<file path="src/rtl/lcd_direct_hold.sv">
module lcd_direct_hold #(
  parameter int N_IN      = 20,
  parameter int N_COM     = 4,
  parameter int N_SEG     = 11,
  parameter int SEG_BASE  = 6,
  parameter int BASE_QTR  = 1024,
  parameter int HOLD_LOAD = 5
) (
  input  logic                   clk,
  input  logic                   rst_n,
  input  logic [N_IN-1:0]        din,
  input  logic [1:0]             hold_sel,
  output logic [N_COM*N_SEG-1:0] force_on
);
  localparam int QW       = $clog2(BASE_QTR);
  localparam int PW       = QW + 3;
  localparam int CW       = $clog2(HOLD_LOAD + 1);
  localparam int FW       = N_COM * N_SEG;
  localparam int BASE_BIT = SEG_BASE * N_COM;

  logic [N_IN-1:0]    s1, s2, s3;
  logic [N_IN-1:0]    rise, held;
  logic [N_IN*CW-1:0] cnt_q;
  logic [PW-1:0]      pre, lim;
  logic               tick;

  always_ff @(posedge clk or negedge rst_n)
    if (!rst_n) begin
      s1 <= '0;
      s2 <= '0;
      s3 <= '0;
    end else begin
      s1 <= din;
      s2 <= s1;
      s3 <= s2;
    end

  assign rise = s2 & ~s3;

  always_ff @(posedge clk or negedge rst_n)
    if (!rst_n) pre <= '0;
    else        pre <= pre + 1'b1;

  assign lim  = ({{(PW-1){1'b0}}, 1'b1} << (QW + int'(hold_sel))) - 1'b1;
  assign tick = (pre & lim) == lim;

  for (genvar i = 0; i < N_IN; i++) begin : g_line
    logic [CW-1:0] cnt;
    always_ff @(posedge clk or negedge rst_n)
      if (!rst_n)                 cnt <= '0;
      else if (rise[i])           cnt <= CW'(HOLD_LOAD);
      else if (tick && cnt != '0) cnt <= cnt - 1'b1;
    assign cnt_q[i*CW +: CW] = cnt;
    assign held[i] = s2[i] | (cnt != '0);
  end

  assign force_on = FW'(held) << BASE_BIT;
endmodule

</file>
<file path="config.mk">
export PLATFORM = sky130hd
export DESIGN_NAME = lcd_direct_hold
export DESIGN_NICKNAME = d
export VERILOG_FILES = /design/src/rtl/lcd_direct_hold.sv
export SDC_FILE = /design/constraint.sdc
export NUM_CORES = 1
export LEC_CHECK = 0
export BUFFER_PORTS_ARGS = -buffer_cell sky130_fd_sc_hd__buf_2
export CAP_MARGIN = 5
export CELL_PAD_IN_SITES_DETAIL_PLACEMENT = 1
export CELL_PAD_IN_SITES_GLOBAL_PLACEMENT = 2
export CORE_AREA = 2 2 132 134
export CTS_BUF_LIST = sky130_fd_sc_hd__clkbuf_8
export CTS_CLUSTER_DIAMETER = 200
export DETAILED_ROUTE_END_ITERATION = 12
export DIE_AREA = 0 0 134 136
export GPL_ROUTABILITY_DRIVEN = 1
export PLACE_DENSITY = 0.85
export SYNTH_ARGS = -nofsm -noshare
export SYNTH_HDL_FRONTEND = slang
export SYNTH_SLANG_ARGS = --single-unit
</file>
<file path="constraint.sdc">
create_clock -name clk -period 5.15 [get_ports clk]
set_clock_uncertainty 0.1 [all_clocks]
set_input_delay 0.515 -clock clk [delete_from_list [all_inputs] [get_ports clk]]
set_output_delay 0.515 -clock clk [all_outputs]
set_load 0.01 [all_outputs]
</file>
==> impl_metrics.py <==
metrics = {
    "sta": {
        "period_share_pct": 52.00,
        "period_needed_ns": 2.678,
        "worst_slew_pin_slew_ns": 1.136,
        "final-setup-viol-count": 0,
        "hold_violations": 0,
        "rsz0062_at_grt": "no",
        "tns_ns": 0,
        "drv_slew": 0,
        "fmax_mhz": 373.4,
        "setup_ws_ns": 2.472,
        "relSlewSlack_pct": 24.25,
    },
    "placement": {
        "gp_congestion": 0.7490,
        "pre_cts_slack_ns": 2.420,
        "io_buffers": 43,
        "dpl.hpwl_mm": 9.508,
    },
    "drt": {
        "postRouteAntennaNets": 0,
        "route.detailed.drc": 0,
        "first_pass_iters": 4,
        "vias_per_cell": 4.862,
        "routedWlPerCell_um": 15.63,
        "drtIter0Drc": 182,
        "finalWirelength_mm": 13.93,
        "vias": 4332,
    },
    "grt": {
        "track_usage_pct": 16.84,
        "grt_util_met1_pct": 19.54,
        "grt_pass1_wl_mm": 23.81,
        "grtUsageMet2_pct": 29.83,
        "grt_pass1_vias": 4888,
        "met3_usage_pct": 3.990,
        "grt_max_degree": 86,
        "overflow": 0,
        "busiest_layer": "met2",
        "antenna_found_initial": 0,
    },
    "pwr": {
        "switching_share_pct": 23.75,
        "irDropWorstVdd_mv": 0.1629,
        "p_leak_uw": 0.003263,
        "switching_power_uw": 494.5,
        "power_frac_seq_pct": 51.7,
        "clock_power_share_pct": 44.1,
        "cell_internal_pwr_uw": 1587,
        "p_comb_share_pct": 4.1,
        "powerDensity_nw_per_um2": 280.8,
    },
    "cts": {
        "clkTransAtPathRegs_ns": 0.07,
        "holdBufCountCts": 0,
        "cts.htree.levels": 4,
        "root_buffer": "clkbuf_8",
        "cts_max_path_buffers": 2,
        "post_cts_buffers": 0,
        "cts_tree": "built",
        "cts-buffers-inserted": 17,
        "clock-sinks": 133,
        "clk_latency_ns": 0.46,
        "cts_resized": 0,
    },
    "yosys": {
        "ys_types": 35,
        "synthCells": 604,
        "ys_seq_elements": 133,
        "yosysSeqAreaShare_pct": 50.17,
        "synth_warnings": 0,
        "synth.top_cell.area_share_pct": 50.17,
        "synthArstFlopShare_pct": 100.0,
        "ys.flop_type": "dfrtp_1",
        "synthTopCellsByCount": "dfrtp_1 (133), nand2_1 (82), nand2b_1 (65)",
        "synth.area.top_cells": "dfrtp_1 (50%), ha_1 (7.7%), nand2b_1 (6.1%), nor3_4 (4.7%), nand2_1 (4.6%)",
        "synth.most_common_cell": "dfrtp_1",
        "synth_edf_count": 0,
        "syn_avg_cell_area_sq_um": 10.98,
        "synth_area_sq_um": 6634,
        "synth_top_area_cell": "dfrtp_1",
    },
    "setup_path": {
        "crit_path_end_kind": "flip-flop",
        "path_max_fanout": 22,
        "startpoint_type": "flip-flop",
        "cp_cell_sequence": "ha_1 > nand4_4 > nor3_2 > buf_4 > a41oi_1",
        "path_class": "reg -> reg",
        "crit_slowest_cell": "nand4_4",
        "worstPathArrival_ns": 2.89,
        "cp.buffers_inverters": 1,
        "required_ns": 5.36,
        "max_stage_delay_ns": 0.70,
        "crit_family": "simple AND/OR/NAND/NOR gates",
    },
    "floorplanning": {
        "ios": 68,
        "die_w_um": 134,
        "die_area_sq_um": 18220,
        "coreArea_sq_um": 16880,
        "initial_core_util_pct": 39.31,
        "die-height_um": 136,
        "row_count": 48,
    },
    "job": {
        "maxCapViolations": 0,
    },
    "outcome": {
        "status": "finished, final reports clean",
    },
    "final_layout": {
        "final_layout_size_suffix_gt1_share_pct": 18.62,
        "antenna_cells": 0,
        "area_delta_synth_final_pct": 11.77,
        "nets": 719,
    },
    "min_path": {
        "hold_class": "in -> async",
    },
}
[cell type report]
cell class                 count  area (sq um)
fill                        1850          9462
timing repair buffer          46         244.0
clock inverter                 8         97.59
sequential                   133          3328
inverter                      57         214.0
tap                          225         281.5
multi-input combinational    399          2933
clock buffer                  23         316.6
[through the flow]
stage | utilization (%) | power [uW] | cells | instance area, sq um | hold WS [ns]
after detailed placement | 41.48 | 1186 | 860 | 7000 | 0.2356
final | 43.94 | 2082 | 891 | 7415 | 0.01055
after floorplan | - | 1152 | 627 | 6720 | 0.1194
after CTS | 43.94 | 2117 | 891 | 7415 | 0.02611
after global routing | 43.94 | 2175 | 891 | 7415 | 0.02575
after global placement | 41.48 | 1182 | 860 | 7000 | 0.2324
[final timing paths]
path	start	endpoint	slack [ns]	cells after the start
worst max-delay path	pre[0]	g_line[11].cnt[2]	2.47	5
max in group asynchronous	rst_n	s3[17]	3.82	2
worst min register to register	s1[19]	s2[19]	0.24	0
worst max register to register	pre[0]	g_line[11].cnt[2]	2.47	5
worst min-delay path	rst_n	s2[13]	0.01	1
min in group clk	din[16]	s1[16]	0.05	1
[sequential cells by signal, indices dropped and copies added, names as in the netlist]
register	flops
s1	20
pre	13
s2	20
s3	20
g_line.cnt	60
[kinds of logic (layout without fill, tap and decap cells)]
| kind of cell | count (synthesis) | after routing | synth area share (%) |
|---|---|---|---|
| AND/OR/NAND/NOR | 224 | 224 | 21.78 |
| XOR/XNOR | 11 | 11 | 1.452 |
| flip-flops | 133 | 133 | 50.17 |
| multiplexers | 40 | 40 | 6.413 |
| buffers and inverters | 95 | 134 | 7.129 |
| AO/OA/AOI/OAI | 59 | 59 | 5.262 |
| other | 1 | 24 | 0.05653 |
| adder cells (fa/ha/maj) | 41 | 41 | 7.733 |
[power groups by stage]
stage | sequential (uW) | combinational, uW | clock, uW
after floorplan | 1090 | 58.3 | 0
after global placement | 1100 | 85.4 | 0
after detailed placement | 1100 | 88.7 | 0
after CTS | 1080 | 88.8 | 951
after global routing | 1080 | 98.0 | 997
final | 1080 | 86.1 | 919
[layout by cell type, fill, tap and decap left out, types with 8 or more instances in the layout]
master and n:
ha_1 41, xnor2_1 8, a31oi_1 20, o21ai_0 30
nand2b_1 65, clkbuf_8 23, conb_1 24, nor4b_1 15
buf_2 42, mux2_1 19, or2_2 20, mux2i_1 20
nor3_4 19, nand2_1 82, dfrtp_1 133, inv_1 58
[layer usage]
metal  wire, um  vias up
met5          0        -
met4        272        0
met3        358       20
met2       7173       50
met1       6122     2212
li1           -     2050
(Power assumes the default switching activity.)
